### config.mk
export PLATFORM = sky130hd
export DESIGN_NAME = link_addr_xlate
export DESIGN_NICKNAME = d
export VERILOG_FILES = /design/src/rtl/link_xlate_pkg.sv /design/src/rtl/link_xlate_ctrl.sv /design/src/rtl/link_xlate_dp.sv /design/src/rtl/link_addr_xlate.sv
export SDC_FILE = /design/constraint.sdc
export NUM_CORES = 2
export LEC_CHECK = 0
export ABC_CLOCK_PERIOD_IN_PS = 7950
export BUFFER_PORTS_ARGS = -buffer_cell sky130_fd_sc_hd__buf_2
export CAP_MARGIN = 10
export CORE_ASPECT_RATIO = 1.5
export CORE_MARGIN = 2
export CORE_UTILIZATION = 59
export CTS_BUF_LIST = sky130_fd_sc_hd__clkbuf_4 sky130_fd_sc_hd__clkbuf_8
export DETAILED_ROUTE_END_ITERATION = 10
export PLACE_DENSITY = 0.78
export RECOVER_POWER = 25
export SLEW_MARGIN = 20
export SYNTH_ARGS = -nofsm -noshare
export SYNTH_HDL_FRONTEND = slang
export SYNTH_SLANG_ARGS = --single-unit
### constraint.sdc
create_clock -name clk -period 7.95 [get_ports clk]
set_clock_uncertainty 0.05 [all_clocks]
set_input_delay 0.795 -clock clk [delete_from_list [all_inputs] [get_ports clk]]
set_output_delay 0.795 -clock clk [all_outputs]
set_load 0.02 [all_outputs]
### src/rtl/link_xlate_pkg.sv
package link_xlate_pkg;

  // Strobes handed from the control path to the datapath each cycle.
  typedef struct packed {
    logic txCapture;
    logic rxCapture;
    logic tblWrite;
  } xlateStb_t;

endpackage

### src/rtl/link_xlate_ctrl.sv
module link_xlate_ctrl
  import link_xlate_pkg::*;
(
  input  logic      clk,
  input  logic      rst,
  input  logic      txReq,
  input  logic      rxReq,
  input  logic      wrEn,
  output xlateStb_t stb,
  output logic      txValid,
  output logic      rxDone
);

  always_comb begin
    stb.txCapture = txReq;
    stb.rxCapture = rxReq;
    stb.tblWrite  = wrEn;
  end

  // One-cycle response timing for both halves.
  always_ff @(posedge clk) begin
    if (rst) begin
      txValid <= 1'b0;
      rxDone  <= 1'b0;
    end else begin
      txValid <= txReq;
      rxDone  <= rxReq;
    end
  end

endmodule

### src/rtl/link_xlate_dp.sv
module link_xlate_dp
  import link_xlate_pkg::*;
#(
  parameter int ADDR_W   = 32,
  parameter int PRIV_W   = 4,
  parameter int IDX_W    = 6,
  parameter int SEL_W    = 4,
  parameter int SIZE_W   = 5,
  parameter int SEL_BASE = 16
) (
  input  logic              clk,
  input  logic              rst,
  input  xlateStb_t         stb,
  input  logic [ADDR_W-1:0] txAddrIn,
  input  logic [PRIV_W-1:0] txPrivIn,
  input  logic              txSecIn,
  input  logic [SEL_W-1:0]  txMaskSel,
  input  logic [SEL_W-1:0]  txPrivSel,
  input  logic              txSecEn,
  input  logic [ADDR_W-1:0] rxAddrIn,
  input  logic [SEL_W-1:0]  rxPrivSel,
  input  logic [SEL_W-1:0]  rxSegSel,
  input  logic              rxSecEn,
  input  logic [IDX_W-1:0]  wrIdx,
  input  logic [ADDR_W-1:0] wrBase,
  input  logic [SIZE_W-1:0] wrSize,
  input  logic              wrValid,
  output logic [ADDR_W-1:0] txAddrQ,
  output logic [ADDR_W-1:0] rxAddrQ,
  output logic [PRIV_W-1:0] rxPrivQ,
  output logic              rxSecQ,
  output logic              rxHitQ
);

  localparam int LINES = 1 << IDX_W;
  localparam int LSB_W = $clog2(ADDR_W) + 2;
  localparam logic [ADDR_W-1:0] ALL1 = '1;

  // ---------------- translation table ----------------
  logic [ADDR_W-1:0] baseTbl  [LINES];
  logic [SIZE_W-1:0] sizeTbl  [LINES];
  logic              validTbl [LINES];

  for (genvar g = 0; g < LINES; g++) begin : gLine
    always_ff @(posedge clk) begin
      if (rst) begin
        validTbl[g] <= 1'b0;
        baseTbl[g]  <= '0;
        sizeTbl[g]  <= '0;
      end else if (stb.tblWrite && wrIdx == IDX_W'(g)) begin
        validTbl[g] <= wrValid;
        baseTbl[g]  <= wrBase;
        sizeTbl[g]  <= wrSize;
      end
    end
  end

  // ---------------- transmit overlay ----------------
  logic [LSB_W-1:0]  txKeepBits;
  logic [LSB_W-1:0]  txPrivLsb;
  logic [ADDR_W-1:0] txKeepMask;
  logic [ADDR_W-1:0] txFieldMask;
  logic [ADDR_W-1:0] txSecMask;
  logic [ADDR_W-1:0] txNext;

  always_comb begin
    txKeepBits  = LSB_W'(txMaskSel) + LSB_W'(SEL_BASE + 1);
    txPrivLsb   = LSB_W'(txPrivSel) + LSB_W'(SEL_BASE);
    txKeepMask  = ~(ALL1 << txKeepBits);
    txFieldMask = ADDR_W'({PRIV_W{1'b1}}) << txPrivLsb;
    txSecMask   = (txSecEn && txPrivLsb != '0) ?
                  (ADDR_W'(1) << (txPrivLsb - LSB_W'(1))) : '0;
    txNext      = txAddrIn & txKeepMask & ~txFieldMask & ~txSecMask;
    txNext      = txNext | (ADDR_W'(txPrivIn) << txPrivLsb);
    if (txSecIn) txNext = txNext | txSecMask;
  end

  always_ff @(posedge clk) begin
    if (rst)                txAddrQ <= '0;
    else if (stb.txCapture) txAddrQ <= txNext;
  end

  // ---------------- receive extraction and lookup ----------------
  logic [LSB_W-1:0]  rxPrivLsb;
  logic [LSB_W-1:0]  rxSegLsb;
  logic [PRIV_W-1:0] rxPrivId;
  logic              rxSecBit;
  logic [IDX_W-1:0]  rxIdx;
  logic [ADDR_W-1:0] rxOffset;
  logic [ADDR_W-1:0] lineBase;
  logic [SIZE_W-1:0] lineSize;
  logic              lineValid;
  logic              inRange;
  logic              rxHit;
  logic [ADDR_W-1:0] rxRemote;

  always_comb begin
    rxPrivLsb = LSB_W'(rxPrivSel) + LSB_W'(SEL_BASE);
    rxSegLsb  = LSB_W'(rxSegSel) + LSB_W'(SEL_BASE);
    rxPrivId  = PRIV_W'(rxAddrIn >> rxPrivLsb);
    rxSecBit  = rxSecEn && rxPrivLsb != '0 &&
                1'(rxAddrIn >> (rxPrivLsb - LSB_W'(1)));
    rxIdx     = IDX_W'(rxAddrIn >> rxSegLsb);
    rxOffset  = rxAddrIn & ~(ALL1 << rxSegLsb);
    lineBase  = baseTbl[rxIdx];
    lineSize  = sizeTbl[rxIdx];
    lineValid = validTbl[rxIdx];
    // Offset fits when nothing remains above the segment size.
    inRange   = (rxOffset >> lineSize) == '0;
    rxHit     = lineValid && (lineSize != '0) && inRange;
    rxRemote  = rxHit ? (lineBase + rxOffset) : '0;
  end

  always_ff @(posedge clk) begin
    if (rst) begin
      rxAddrQ <= '0;
      rxPrivQ <= '0;
      rxSecQ  <= 1'b0;
      rxHitQ  <= 1'b0;
    end else if (stb.rxCapture) begin
      rxAddrQ <= rxRemote;
      rxPrivQ <= rxPrivId;
      rxSecQ  <= rxSecBit;
      rxHitQ  <= rxHit;
    end
  end

endmodule

### src/rtl/link_addr_xlate.sv
module link_addr_xlate
  import link_xlate_pkg::*;
#(
  parameter int ADDR_W   = 32,
  parameter int PRIV_W   = 4,
  parameter int IDX_W    = 6,
  parameter int SEL_W    = 4,
  parameter int SIZE_W   = 5,
  parameter int SEL_BASE = 16
) (
  input  logic              clk,
  input  logic              rst,
  input  logic              txReq,
  input  logic [ADDR_W-1:0] txAddrIn,
  input  logic [PRIV_W-1:0] txPrivIn,
  input  logic              txSecIn,
  input  logic [SEL_W-1:0]  txMaskSel,
  input  logic [SEL_W-1:0]  txPrivSel,
  input  logic              txSecEn,
  output logic              txValid,
  output logic [ADDR_W-1:0] txAddrOut,
  input  logic              rxReq,
  input  logic [ADDR_W-1:0] rxAddrIn,
  input  logic [SEL_W-1:0]  rxPrivSel,
  input  logic [SEL_W-1:0]  rxSegSel,
  input  logic              rxSecEn,
  output logic              rxValid,
  output logic              rxErr,
  output logic [ADDR_W-1:0] rxRemoteAddr,
  output logic [PRIV_W-1:0] rxPrivOut,
  output logic              rxSecOut,
  input  logic              wrEn,
  input  logic [IDX_W-1:0]  wrIdx,
  input  logic [ADDR_W-1:0] wrBase,
  input  logic [SIZE_W-1:0] wrSize,
  input  logic              wrValid
);

  xlateStb_t stb;
  logic      rxDone;
  logic      rxHitQ;

  link_xlate_ctrl u_ctrl (
    .clk     (clk),
    .rst     (rst),
    .txReq   (txReq),
    .rxReq   (rxReq),
    .wrEn    (wrEn),
    .stb     (stb),
    .txValid (txValid),
    .rxDone  (rxDone)
  );

  link_xlate_dp #(
    .ADDR_W   (ADDR_W),
    .PRIV_W   (PRIV_W),
    .IDX_W    (IDX_W),
    .SEL_W    (SEL_W),
    .SIZE_W   (SIZE_W),
    .SEL_BASE (SEL_BASE)
  ) u_dp (
    .clk       (clk),
    .rst       (rst),
    .stb       (stb),
    .txAddrIn  (txAddrIn),
    .txPrivIn  (txPrivIn),
    .txSecIn   (txSecIn),
    .txMaskSel (txMaskSel),
    .txPrivSel (txPrivSel),
    .txSecEn   (txSecEn),
    .rxAddrIn  (rxAddrIn),
    .rxPrivSel (rxPrivSel),
    .rxSegSel  (rxSegSel),
    .rxSecEn   (rxSecEn),
    .wrIdx     (wrIdx),
    .wrBase    (wrBase),
    .wrSize    (wrSize),
    .wrValid   (wrValid),
    .txAddrQ   (txAddrOut),
    .rxAddrQ   (rxRemoteAddr),
    .rxPrivQ   (rxPrivOut),
    .rxSecQ    (rxSecOut),
    .rxHitQ    (rxHitQ)
  );

  assign rxValid = rxDone & rxHitQ;
  assign rxErr   = rxDone & ~rxHitQ;

endmodule

; Word level (Yosys, flattened, before mapping)
; Memory sizes are Yosys's and may differ from the RTL's.
; Index checks and enable logic that the tools add are counted.
[totals]
ramBits = 2432
inputBits = 136
regBits = 72
wordCells = 757
n_memories = 3
out_inout_bits = 72
[mem_list]
columns = memory, depth, width, rd, rd_clocked_by_memory_dff, wr, line
row1 = u_dp.baseTbl, 64, 32, 1, 0, 64, link_xlate_dp.sv:40  ; logic [ADDR_W-1:0] baseTbl [LINES];
row2 = u_dp.sizeTbl, 64, 5, 1, 0, 64, link_xlate_dp.sv:41  ; logic [SIZE_W-1:0] sizeTbl [LINES];
row3 = u_dp.validTbl, 64, 1, 1, 0, 64, link_xlate_dp.sv:42  ; logic validTbl [LINES];
[op_classes]
addsub = 7
eq_ne = 63
n_bitwise = 205
muxes = 389
n_reduce_logical = 74
shift = 9
[op_table]
columns = cell, n
row1 = $mux W32, 67
row2 = $mux W5, 64
row3 = $mux W1, 258
row4 = $eq A6 B6 Y1 const B, 32
row5 = $or A1 B1 Y1, 192
row6 = $and A32 B32 Y32, 4
row7 = $not A32 Y32, 4
row8 = $eq A6 B5 Y1 const B, 16
row9 = $logic_and A1 B1 Y1, 69
row10 = $or A32 B32 Y32, 2
row11 = $shl A32 B7 Y32 const A, 2
row12 = $eq A6 B4 Y1 const B, 8
row13 = $add A32 B32 Y32, 1
row14 = $logic_not A32 Y1, 1
row15 = $shl A1 B7 Y32 const A, 1
row16 = $shl A4 B7 Y32, 1
row17 = $shl A4 B7 Y32 const A, 1
row18 = $shr A32 B5 Y32, 1
row19 = $shr A32 B7 Y1, 1
row20 = $shr A32 B7 Y4, 1
row21 = $shr A32 B7 Y6, 1
row22 = $add A4 B5 Y6 const B, 4
row23 = $eq A6 B3 Y1 const B, 4
row24 = $reduce_bool A7 Y1, 2
row25 = 7 further kinds, 10

; Longest topological paths before layout
[depth]
depth_word = 9
mapped_depth = 41
mapped_depth_nobuf = 28

; Hierarchy
; A second synthesis with hierarchy kept.
[hier_totals]
cells_unflattened = 11276
hier_area_um2 = 122209.7
[modules_own_cells]
columns = mod, area_each_um2, seq_area_each_um2, cells_per_inst, n_inst
row1 = link_xlate_dp, 122118.4, 74431.4, 11267, 1
row2 = link_xlate_ctrl, 75.1, 40.0, 7, 1
row3 = link_addr_xlate, 16.3, 0.0, 2, 1

; Worst setup path before layout
; No wires, ideal clock.
[synth_timing]
kind = in2reg
startpoint = in rxSegSel[0]
endpoint = reg u_dp.rxAddrQ[30]
t_arrival_ns = 8.199
setup_slack_ns = -0.415
n_path_buf = 14
setup_ns = 0.117
required_time_ns = 7.783
cell_stages = 40
cell_sequence = buf_6 -> buf_8 -> mux2i_1 -> a22oi_1 -> a21oi_1 -> nor2_4 -> buf_12 -> buf_12 -> buf_8 -> buf_12 -> buf_12 -> buf_2 -> buf_1 -> clkbuf_1 -> clkbuf_1 -> clkbuf_1 -> clkbuf_1 -> clkbuf_1 -> [... 4 more ...] -> nor3_1 -> a21oi_1 -> ha_1 -> a21oi_1 -> o21ai_0 -> a31oi_1 -> o21a_1 -> nor2_1 -> o41ai_1 -> o2111ai_1 -> a31o_2 -> a21o_1 -> a21oi_1 -> o31ai_1 -> o221a_2 -> a21boi_0 -> xnor2_1 -> a22o_1
[synth_via]
elab_chain_len = 8
elab_cells_between_ends = 15
classes_between = 2 x add/sub / 3 x shift / 1 x mux / 2 x bitwise / 4 x reduce/logical / 3 x memory
[synth_rtl]
columns = item, line
row1 = "start, declared", link_addr_xlate.sv:25  ; input logic [SEL_W-1:0] rxSegSel,
row2 = $add A4 B5 Y6 *, link_xlate_dp.sv:99  ; rxSegLsb = LSB_W'(rxSegSel) + LSB_W'(SEL_BASE);
row3 = branches (longest 6 deep; another with $mem_v2 Z64 W32), --
row4 = $mux W32 *, link_xlate_dp.sv:111  ; rxRemote = rxHit ? (lineBase + rxOffset) : '0;
row5 = "end signal, assigned", link_xlate_dp.sv:121  ; rxAddrQ <= rxRemote;
row6 = "end, declared", link_xlate_dp.sv:29  ; output logic [ADDR_W-1:0] rxAddrQ,
; Mark *: on every way between the ends.
; A chain may end at the register's enable or synchronous reset.

; Final worst setup path
; Same ends and word-level chain as after synthesis.

==> metrics <==
outcome=finished, violations left; violated checks=capacitance limit, slew limit; Worst setup SP type=input pin; Die Wd=374.5 µm; wire per inst=28.87 µm; Initial Util=59.20%; layout cell share with drive strength beyond 1=12.81%; Power Internal=22.31 mW; CTS Buffer Depth=4; H-tree depth=5; first-pass GRT wire length=585900 µm; worst min path class=in -> reg; vias in the first global route=90475; Critical Path Fanout Max=32; Avg Cell Area, Syn=11.03 µm²; final cycle utilization of the critical path=98.05%; Clock power frac=32.1%; max-slew violation count=2210; Max Clock Freq=128.3 MHz; antenna violations before repair=30; reg-to-reg startpoint=u_dp.baseTbl[1][3]; Initial DRC Count=13139; TritonCTS clock tree=built; Post-DRT Antenna Nets=0; DP HPWL=237800 µm; EDFF count, synth=2432; endpoints failing hold=0; GRT Resource Usage Total=37.89%; Worst-Margin Slew=3584 ps; DRC Markers=0; pwr/cell area=237.7 mW/mm²; chip height=559.8 µm; Crit-path slowest cell=nor2_4; clock sink count=2504; NetSw=9.532 mW; WHS=43.23 ps; Max VDD drop=0.1366 mV; crit path from=rxSegSel[0]; Worst Path Required=8770 ps; Synth Flop Type=edfxtp_1; worst-skew pair later-pin latency=1050 ps; Final Util=65.27%; GRT overflow=0; Net Sw Frac=29.93%; vias per cell=6.544; dpl cells=13391; Slew headroom=-139.0%; post-cts resize count=0; Max-Cap Viols=57; Buffers on Ports=207; final worst path period need=7795 ps; CTS clk-pin slew, worst paths=60 ps; Die Area=0.2096 mm²; final setup fails=0; syn_nets=11194; setup bufs post-CTS=0; Cells after Synth=11011; YS warnings=0; clock root cell=clkbuf_8; Seq cells post-synth=2504; Hold Crit Start=txAddrIn[13]; crit-path max cell delay=940 ps; RSZ-0062 raised after global routing=false; nets=11274; fin worst setup slack=154.7 ps; post-synthesis cell area=0.1215 mm²; drt first pass iters=9; I/O pin cnt=208; crit end category=flop; RD Place Congestion=0.9546; post-synth cell types=89; WS Path Type=in -> reg; vias=92107; CTS buffer count=364; power share of the combinational group=19.5%; Top cell by count, worst path=a21oi_1; dpl ws=-508.9 ps; Worst EP arrival=8620 ps; drt total wl=406300 µm; Sequential Power Share=48.4%; area delta synth->final=10.26%; CORE AREA=0.2052 mm²; LEAKAGE=50.04 nW; Post-synth ARST share=0%; largest net degree at the start of global routing=104; post-synthesis sequential area ratio=61.30%; final non-filler cell total=14076; row count=204
==> final cells by class <==
cell class | instances | area, µm²
Clock inverter | 156 | 919.6
Inverter | 46 | 172.7
Fill cell | 15345 | 71260
Antenna cell | 29 | 72.57
Multi-Input combinational cell | 7354 | 42920
Timing Repair Buffer | 821 | 6022
Tap cell | 2678 | 3351
Clock buffer | 488 | 6022
Sequential cell | 2504 | 74470
==> metrics by stage <==
stage / instance area [µm²] / setup TNS, ps / power, mW
final: 134000 / 0 / 31.85
after global routing: 133900 / 0 / 32.67
after CTS: 134600 / 0 / 31.64
after detailed placement: 127600 / -2684 / 21.66
after global placement: 127600 / -3076 / 21.54
after floorplan: 121500 / 0 / 18.93
==> synthesized netlist by cell type (all sizes together) (72+ instances only) <==
cell type / number / area [µm²]
and3: 238 / 1489
and2: 2441 / 15270
nor2: 176 / 673.1
a31oi: 140 / 875.8
nand3: 746 / 3734
a211oi: 134 / 1006
a311oi: 385 / 3372
dfxtp: 72 / 1441
nand2: 2256 / 8468
a21oi: 134 / 670.6
clkbuf: 979 / 3675
buf: 125 / 716.9
edfxtp: 2432 / 73030
mux2i: 105 / 1067
==> worst paths after layout <==
| kind | slack, ps | to | cells after the start |
|---|---|---|---|
| max reg2reg | 1830 | u_dp.rxAddrQ[30] | 24 |
| min reg2reg | 420 | u_dp.txAddrQ[13] | 2 |
| min | 40 | u_dp.txAddrQ[13] | 3 |
| max | 150 | u_dp.rxAddrQ[30] | 29 |
==> power by group through the flow <==
stage	logic (mW)	registers (mW)	clock network [mW]
detailed placement	6.03	15.6	0
finish	6.22	15.4	10.2
floorplan	3.33	15.6	0
CTS	6.06	15.4	10.2
global placement	5.94	15.6	0
global route	6.47	15.4	10.8
==> logic make-up after synthesis <==
group,Yosys count,share of synthesized area (%)
multiplexers,190,2.312
AND/OR/NAND/NOR,5987,25.05
flip-flops,2504,61.30
adder cells (fa/ha/maj),49,0.5067
AO/OA/AOI/OAI,1095,6.816
buffers and inverters,1153,3.779
XOR/XNOR,33,0.2379
==> repair_timing <==
| item | in CTS | in global routing |
|---|---|---|
| setup endpoints to repair | 0 | 1 |
| endpoints found under the hold margin | 12 | 0 |
| hold buffers | 12 | 0 |
==> placed cells by master, fill, tap and decap left out, types with 38 or more instances in the layout <==
cell type	n
nand2_1	2255
edfxtp_1	2432
ha_1	46
clkbuf_4	111
o21bai_2	46
nor3_1	54
buf_4	505
nor2_2	63
nand3_1	745
clkbuf_8	377
o21ai_0	38
mux4_2	49
a31oi_1	139
clkbuf_1	117
dfxtp_1	72
clkinv_1	97
a311oi_1	385
inv_1	45
a21oi_1	134
and3_1	238
mux2i_1	102
buf_12	49
a211oi_1	134
and2_1	2432
buf_2	138
nor2_1	111
==> layer usage <==
layer,global-route usage (%),up-vias,wire length (µm)
li1,-,38802,-
met1,46.21,44712,135200
met2,60.97,7092,190400
met3,9.264,1479,53010
met4,23.17,22,27630
met5,0,-,137
==> registers in the layout, indices dropped and copies added (netlist names) <==
signal and flops:
u_dp.rxAddrQ 32, u_dp.txAddrQ 32, u_dp.sizeTbl 320, u_ctrl.txValid 1
u_dp.rxPrivQ 4, u_dp.baseTbl 2048, u_dp.rxSecQ 1, u_dp.rxHitQ 1
u_ctrl.rxDone 1, u_dp.validTbl 64
==> critical path, delay by kind of cell <==
kind	cells	cell delay, ps
compound gates	19	4070
xor+xnor	1	100
fa+ha+maj	1	380
buf+inv	3	940
mux	1	160
simple gates	4	2140
(Power assumes the default switching activity.)
